## config.mk

```make
export PLATFORM = sky130hd
export DESIGN_NAME = boot_rom_overlay
export DESIGN_NICKNAME = d
export VERILOG_FILES = /design/src/rtl/boot_ovl_pkg.sv /design/src/rtl/boot_addr_decode.sv /design/src/rtl/boot_io_port.sv /design/src/rtl/boot_flags.sv /design/src/rtl/boot_select.sv /design/src/rtl/boot_rom_overlay.sv
export SDC_FILE = /design/constraint.sdc
export NUM_CORES = 1
export LEC_CHECK = 0
export BUFFER_PORTS_ARGS = -buffer_cell sky130_fd_sc_hd__buf_2
export CORE_AREA = 2 2 39 41
export CTS_BUF_LIST = sky130_fd_sc_hd__clkbuf_8
export CTS_CLUSTER_DIAMETER = 200
export CTS_CLUSTER_SIZE = 14
export DETAILED_ROUTE_END_ITERATION = 10
export DIE_AREA = 0 0 41 43
export GPL_TIMING_DRIVEN = 0
export HOLD_SLACK_MARGIN = 0.06
export PLACE_DENSITY = 0.6
export REMOVE_ABC_BUFFERS = 1
export SYNTH_ARGS = -nofsm -noshare
export SYNTH_HDL_FRONTEND = slang
export SYNTH_SLANG_ARGS = --single-unit
```

## constraint.sdc

```tcl
create_clock -name clk -period 1.6 [get_ports clk]
set_clock_uncertainty 0.2 [all_clocks]
set_input_delay 0.32 -clock clk [delete_from_list [all_inputs] [get_ports clk]]
set_output_delay 0.32 -clock clk [all_outputs]
set_load 0.005 [all_outputs]
```

## src/rtl/boot_ovl_pkg.sv

```systemverilog
package boot_ovl_pkg;

   typedef enum logic {
      BOOT_SLIDE   = 1'b0,
      BOOT_OVERLAY = 1'b1
   } boot_mode_e;

   typedef struct packed {
      logic rom_cs;
      logic ram_cs;
      logic ovr_en;
   } sel_t;

endpackage

```

## src/rtl/boot_addr_decode.sv

```systemverilog
module boot_addr_decode #(
   parameter int unsigned ADDR_W   = 16,
   parameter int unsigned ROM_BASE = 32'hE000,
   parameter int unsigned OVL_TOP  = 32'h1FFF
) (
   input  logic [ADDR_W-1:0] addr_i,
   output logic              in_rom_o,
   output logic              in_ovl_o
);

   localparam int unsigned SPACE     = 32'd1 << ADDR_W;
   localparam int unsigned WIN_SIZE  = SPACE - ROM_BASE;
   localparam int unsigned OVL_SIZE  = OVL_TOP + 1;
   localparam bit          WIN_POW2  = (WIN_SIZE & (WIN_SIZE - 1)) == 0;
   localparam bit          OVL_POW2  = (OVL_SIZE & (OVL_SIZE - 1)) == 0;
   localparam int unsigned WIN_BITS  = $clog2(WIN_SIZE);
   localparam int unsigned OVL_BITS  = $clog2(OVL_SIZE);
   localparam logic [ADDR_W-1:0] BASE_V = ADDR_W'(ROM_BASE);
   localparam logic [ADDR_W-1:0] TOP_V  = ADDR_W'(OVL_TOP);

   if (ADDR_W < 4 || ADDR_W > 24) begin : g_bad_width
      $error("boot_addr_decode: ADDR_W out of range");
   end
   if (ROM_BASE == 0 || ROM_BASE >= SPACE) begin : g_bad_base
      $error("boot_addr_decode: ROM_BASE must lie inside the address space above zero");
   end
   if (OVL_TOP >= ROM_BASE) begin : g_bad_ovl
      $error("boot_addr_decode: overlay range must end below the ROM window");
   end

   // ROM window: a power-of-two window at the top reduces to an all-ones test
   if (WIN_POW2 && WIN_BITS < ADDR_W) begin : g_win_mask
      assign in_rom_o = &addr_i[ADDR_W-1:WIN_BITS];
   end else begin : g_win_cmp
      assign in_rom_o = (addr_i >= BASE_V);
   end

   // Overlay range: a power-of-two range at the bottom reduces to an all-zeros test
   if (OVL_POW2 && OVL_BITS < ADDR_W) begin : g_ovl_mask
      assign in_ovl_o = ~|addr_i[ADDR_W-1:OVL_BITS];
   end else begin : g_ovl_cmp
      assign in_ovl_o = (addr_i <= TOP_V);
   end

endmodule

```

## src/rtl/boot_io_port.sv

```systemverilog
module boot_io_port #(
   parameter int unsigned PORT_W      = 8,
   parameter int unsigned DATA_W      = 8,
   parameter int unsigned PORT_ADDR   = 32'h38,
   parameter int unsigned UNMAP_MASK  = 32'h01
) (
   input  logic              iowr_i,
   input  logic [PORT_W-1:0] port_i,
   input  logic [DATA_W-1:0] data_i,
   output logic              unmap_o
);

   localparam logic [PORT_W-1:0] PORT_V = PORT_W'(PORT_ADDR);
   localparam logic [DATA_W-1:0] MASK_V = DATA_W'(UNMAP_MASK);

   if (PORT_ADDR >= (32'd1 << PORT_W)) begin : g_bad_port
      $error("boot_io_port: PORT_ADDR does not fit PORT_W");
   end
   if (UNMAP_MASK == 0 || UNMAP_MASK >= (32'd1 << DATA_W)) begin : g_bad_mask
      $error("boot_io_port: UNMAP_MASK must be a non-zero DATA_W value");
   end

   logic port_hit;
   logic data_hit;

   assign port_hit = (port_i == PORT_V);
   assign data_hit = ((data_i & MASK_V) == MASK_V);
   assign unmap_o  = iowr_i & port_hit & data_hit;

endmodule

```

## src/rtl/boot_flags.sv

```systemverilog
module boot_flags
   import boot_ovl_pkg::*;
(
   input  logic clk,
   input  logic rst_n,
   input  logic boot_mode_i,
   input  logic win_read_i,
   input  logic unmap_i,
   output logic slide_o,
   output logic ovl_o
);

   boot_mode_e strap;
   logic       slide_q;
   logic       ovl_q;

   assign strap = boot_mode_e'(boot_mode_i);

   always_ff @(posedge clk) begin
      if (!rst_n) begin
         slide_q <= (strap == BOOT_SLIDE);
         ovl_q   <= (strap == BOOT_OVERLAY);
      end else begin
         if (win_read_i) slide_q <= 1'b0;
         if (unmap_i)    ovl_q   <= 1'b0;
      end
   end

   assign slide_o = slide_q;
   assign ovl_o   = ovl_q;

   a_r3_slide_ends: assert property (@(posedge clk) disable iff (!rst_n)
      slide_q && win_read_i |=> !slide_q);
   a_r3_slide_sticky: assert property (@(posedge clk) disable iff (!rst_n)
      !slide_q |=> !slide_q);
   a_r5_unmap: assert property (@(posedge clk) disable iff (!rst_n)
      ovl_q && unmap_i |=> !ovl_q);
   a_r6_ovl_sticky: assert property (@(posedge clk) disable iff (!rst_n)
      !ovl_q |=> !ovl_q);
   a_r8_one_scheme: assert property (@(posedge clk) disable iff (!rst_n)
      !(slide_q && ovl_q));

endmodule

```

## src/rtl/boot_select.sv

```systemverilog
module boot_select
   import boot_ovl_pkg::*;
#(
   parameter int unsigned DATA_W   = 8,
   parameter int unsigned NOP_CODE = 32'h00
) (
   input  logic              mem_req_i,
   input  logic              rd_i,
   input  logic              in_rom_i,
   input  logic              in_ovl_i,
   input  logic              slide_i,
   input  logic              ovl_i,
   output sel_t              sel_o,
   output logic [DATA_W-1:0] ovr_data_o
);

   localparam logic [DATA_W-1:0] NOP_V = DATA_W'(NOP_CODE);

   if (NOP_CODE >= (32'd1 << DATA_W)) begin : g_bad_nop
      $error("boot_select: NOP_CODE does not fit DATA_W");
   end

   always_comb begin
      sel_o = '0;
      if (mem_req_i) begin
         if (slide_i && !in_rom_i) begin
            sel_o.ovr_en = rd_i;
         end else if (ovl_i && in_ovl_i) begin
            sel_o.rom_cs = rd_i;
            sel_o.ram_cs = !rd_i;
         end else begin
            sel_o.rom_cs = in_rom_i;
            sel_o.ram_cs = !in_rom_i;
         end
      end
   end

   assign ovr_data_o = sel_o.ovr_en ? NOP_V : '0;

endmodule

```

## src/rtl/boot_rom_overlay.sv

```systemverilog
module boot_rom_overlay
   import boot_ovl_pkg::*;
#(
   parameter int unsigned ADDR_W     = 16,
   parameter int unsigned DATA_W     = 8,
   parameter int unsigned PORT_W     = 8,
   parameter int unsigned ROM_BASE   = 32'hE000,
   parameter int unsigned OVL_TOP    = 32'h1FFF,
   parameter int unsigned PORT_ADDR  = 32'h38,
   parameter int unsigned UNMAP_MASK = 32'h01,
   parameter int unsigned NOP_CODE   = 32'h00
) (
   input  logic              clk,
   input  logic              rst_n,
   input  logic              boot_mode_i,
   input  logic [ADDR_W-1:0] addr_i,
   input  logic              mem_req_i,
   input  logic              rd_i,
   input  logic              iowr_i,
   input  logic [DATA_W-1:0] io_data_i,
   output logic              rom_cs_o,
   output logic              ram_cs_o,
   output logic              ovr_en_o,
   output logic [DATA_W-1:0] ovr_data_o
);

   if (PORT_W > ADDR_W) begin : g_bad_port_w
      $error("boot_rom_overlay: PORT_W wider than ADDR_W");
   end

   logic in_rom;
   logic in_ovl;
   logic unmap;
   logic win_read;
   logic slide;
   logic ovl;
   sel_t sel;

   boot_addr_decode #(
      .ADDR_W   (ADDR_W),
      .ROM_BASE (ROM_BASE),
      .OVL_TOP  (OVL_TOP)
   ) u_dec (
      .addr_i   (addr_i),
      .in_rom_o (in_rom),
      .in_ovl_o (in_ovl)
   );

   boot_io_port #(
      .PORT_W     (PORT_W),
      .DATA_W     (DATA_W),
      .PORT_ADDR  (PORT_ADDR),
      .UNMAP_MASK (UNMAP_MASK)
   ) u_port (
      .iowr_i  (iowr_i),
      .port_i  (addr_i[PORT_W-1:0]),
      .data_i  (io_data_i),
      .unmap_o (unmap)
   );

   assign win_read = mem_req_i & rd_i & in_rom;

   boot_flags u_flags (
      .clk         (clk),
      .rst_n       (rst_n),
      .boot_mode_i (boot_mode_i),
      .win_read_i  (win_read),
      .unmap_i     (unmap),
      .slide_o     (slide),
      .ovl_o       (ovl)
   );

   boot_select #(
      .DATA_W   (DATA_W),
      .NOP_CODE (NOP_CODE)
   ) u_sel (
      .mem_req_i  (mem_req_i),
      .rd_i       (rd_i),
      .in_rom_i   (in_rom),
      .in_ovl_i   (in_ovl),
      .slide_i    (slide),
      .ovl_i      (ovl),
      .sel_o      (sel),
      .ovr_data_o (ovr_data_o)
   );

   assign rom_cs_o = sel.rom_cs;
   assign ram_cs_o = sel.ram_cs;
   assign ovr_en_o = sel.ovr_en;

   a_r9_cs_exclusive: assert property (@(posedge clk) disable iff (!rst_n)
      !(rom_cs_o && ram_cs_o));
   a_r9_idle_quiet: assert property (@(posedge clk) disable iff (!rst_n)
      !mem_req_i |-> !rom_cs_o && !ram_cs_o && !ovr_en_o);
   a_r11_ovr_read_only: assert property (@(posedge clk) disable iff (!rst_n)
      ovr_en_o |-> rd_i && slide && !rom_cs_o && !ram_cs_o);
   a_r7_window_rom: assert property (@(posedge clk) disable iff (!rst_n)
      mem_req_i && in_rom |-> rom_cs_o);

endmodule

```

==> out/summary.md <==
The first global-routing pass estimated 614 µm of wire. The multiplexer share of the synthesized area was 0%. The final critical path takes up 99.0% of the cycle. In this run the clock root is driven by a sky130_fd_sc_hd__clkbuf_8.

The critical path is of the reg2out type. Summing all flip-flop and latch instances after layout gives 60.1 µm². Data on the critical path is required at its endpoint by 1080 ps. Cells with a size suffix above 1 make up 54.0% of the layout. The routed design has 527 µm of wire. Derived from the worst setup path, the maximum achievable clock frequency is 631 MHz. Timing analysis after detailed placement gives a worst setup slack of -65.2 ps. The routed wire length on met2 was 222 µm; the post-synthesis instance area was 229 µm².

The power density over the cells was 822 mW/mm²; the leakage power was 0.200 nW. Dividing the detail-routed via count by the number of cells gives 3.77. Proportion of register bits with asynchronous set or reset after synthesis: 0%. The share of total power dissipated in the clock network is 62.4%. The number of antenna diodes is 0, and the flop and latch count out of synthesis is 2. Summing the areas of all compound-gate instances in the mapped netlist gives 12.0% of the synthesized area.

The path class of the tightest hold or removal check is in2reg. The tools report the number of primary I/O pins as 41. The tools report the core area as 0.00138 mm². Combinational logic is responsible for 16.5% of the overall power.

By area the synthesized netlist is led by sky130_fd_sc_hd__buf_4 26%, sky130_fd_sc_hd__edfxtp_1 26%, sky130_fd_sc_hd__nand2_1 6.6%. For this configuration, the core starts out at a cell density of 16.5%. The xor and xnor area share after synthesis is 0%, and the overall global routing resource usage is 5.93%.

The number of vias after detailed routing was 249. Fraction of post-synthesis cell area in the top cell type by area: 26.2%. The worst hold path begins at boot_mode_i. The analysis attributes to net switching a power of 0.0642 mW. Across the run, the number of max-cap violations was 0. The initialized floorplan defines 14 standard-cell rows.

The top fanout value on the critical path is 2, and the number of post-CTS setup repair buffers is 0. In the synthesized netlist, the cells that appear most often are 8 x sky130_fd_sc_hd__buf_4, 4 x sky130_fd_sc_hd__nand2_1, 2 x sky130_fd_sc_hd__edfxtp_1, 2 x sky130_fd_sc_hd__nand3_1, 2 x sky130_fd_sc_hd__nor2_1. After Yosys synthesis, and, or, nand and nor cells account for 33.9% of the synthesized area.

Setup violations remaining at the end of the flow were counted as 0. Count of warnings emitted by yosys: 0. Setup repair after global routing could not meet its margin everywhere. Routability-driven placement finished with a final weighted congestion of 0.597. The number of buffers created by CTS came out at 3.

The clock transition time at the flip-flop clock pins of the worst setup and hold paths is 30 ps, and the number of DRC markers after the initial detailed-route iteration is 5. Counting distinct cell types in the post-synthesis netlist gives 15. The share of total power consumed by net switching was 20.5%; the count of input and output buffers was 20. Largest family of logic cells by synthesized area: simple AND/OR/NAND/NOR gates. TritonCTS built the clock tree. Summed over all layers, the global routing overflow is 0. The largest total area in the synthesized netlist belongs to sky130_fd_sc_hd__buf_4. Summed over all nets, the half-perimeter wirelength after detailed placement is 425 µm.

The synthesized netlist devotes 0% of its cell area to adder and majority cells. The die covers 0.00176 mm². For the finished layout, the period the worst path requires is 1580 ps.

Summing all multi-input logic gate instances after layout gives 159 µm². The mean cell area of the mapped netlist is 8.18 µm². The layout has 148 filler cells. Maximum level of the CTS H-tree: 1. Hold is met by 194 ps.

STA classifies the critical path endpoint as a primary output. The height of the die came out at 43 µm. The run finished with clean final reports. The pin count of the biggest net entering global routing is 5, and the net count reported at finish is 82. The maximum VDD drop came out at 0.000222 V. In the routed design, unresolved DRC markers number 0.

The number of synthesized flops with an enable pin was 2; the share of synthesized area occupied by flip-flops and latches was 26.2%. Internal power comes to 0.248 mW. Instance count of the mapped netlist: 28. Registers are responsible for 21.1% of the overall power. The launching element type of the critical path was a flop. The clock drives 2 sinks. Number of antenna violations at the first check in global routing: 0. The most critical setup path has its startpoint at u_flags.ovl_o. Number of global-route vias before repair: 194. Most used flip-flop cell after synthesis: sky130_fd_sc_hd__edfxtp_1.

The number of nets still failing antenna checks after routing is 0. The worst path meets setup with 16.1 ps of slack. The count of final max-slew check failures was 0. For the final-report hold violation count, the log shows 0. STA puts the critical path data arrival time at 1060 ps.

The maximum buffer depth of the clock tree was 2; the number of cells traversed by the worst hold path was 2. The area added between synthesis and finish is 66.1%. Detailed routing placed a total of 87 µm of wire on met3.

The highest layer touched by signal routing is met3. The die is 41 µm wide. The most common cell in the synthesized netlist is sky130_fd_sc_hd__buf_4. The first-pass iteration count of the detailed router is 4. For the number of hold buffers added after cts, the log shows 0. The average detailed-routed wire length per instance is 7.98 µm.

The run gives 217 µm as the detailed-route wire length on metal 1.
## timing repair
item,CTS,global route
setup endpoints to repair,2,2
pin swaps,0,1
resized for setup,1,3
## power by group through the flow
stage | combinational [mW] | sequential, mW | clock [mW]
5_1_grt | 0.0580 | 0.0665 | 0.208
6_report | 0.0515 | 0.0660 | 0.195
2_1_floorplan | 0.0183 | 0.0651 | 0
3_3_place_gp | 0.0453 | 0.0656 | 0
4_1_cts | 0.0475 | 0.0651 | 0.204
3_5_place_dp | 0.0460 | 0.0656 | 0
## cell usage in the layout, fill, tap and decap left out, drive strengths merged, types with 2 or more instances in the layout
master,netlist,final
buf,8,20
clkbuf,0,3
conb,1,8
edfxtp,2,2
nand2,4,4
nand3,2,2
nor2,2,2
## critical path, cell delays in order, from the launching register on
cell and delay, ps:
sky130_fd_sc_hd__edfxtp_1 320, sky130_fd_sc_hd__nand2_2 60, sky130_fd_sc_hd__nor4_4 180, sky130_fd_sc_hd__o211a_1 190, sky130_fd_sc_hd__buf_2 100
## per-layer routing
| layer | GRT usage [%] | vias to the layer above |
|---|---|---|
| met3 | 6.28 | 0 |
| met4 | 4.00 | 0 |
| li1 | - | 129 |
| met2 | 7.19 | 23 |
| met1 | 5.81 | 97 |
| met5 | 0 | - |
## through the flow
step	util, %	power, mW	setup TNS, ps	instances	cell area [µm²]
2_1_floorplan	-	0.0834	0	27	195
3_3_place_gp	22.8	0.111	-75.8	63	315
3_5_place_dp	22.8	0.112	-120	63	315
4_1_cts	26.2	0.317	-39.1	66	363
5_1_grt	27.5	0.332	-87.0	66	380
6_report	27.5	0.313	0	66	380
## path summary, 6_finish.rpt
check	slack, ps	endpoint
setup / recovery	20	rom_cs_o
hold / removal	190	u_flags.slide_o
## flip-flops by register name (all words and copies together), names as in the netlist
| name | flops |
|---|---|
| u_flags.slide_o | 1 |
| u_flags.ovl_o | 1 |
## layout make-up
| cell class | instances | share of cell area [%] |
|---|---|---|
| Multi-Input combinational cell | 25 | 41.8 |
| Timing Repair Buffer | 20 | 26.3 |
| Sequential cell | 2 | 15.8 |
| Clock buffer | 3 | 10.9 |
| Tap cell | 16 | 5.26 |
## cells by family after synthesis
| logic type | Yosys count |
|---|---|
| DFF | 2 |
| AOI/OAI and AO/OA | 3 |
| buffers and inverters | 8 |
| other | 1 |
| and+or+nand+nor | 14 |
No activity file was read; power rests on OpenSTA's default activity.
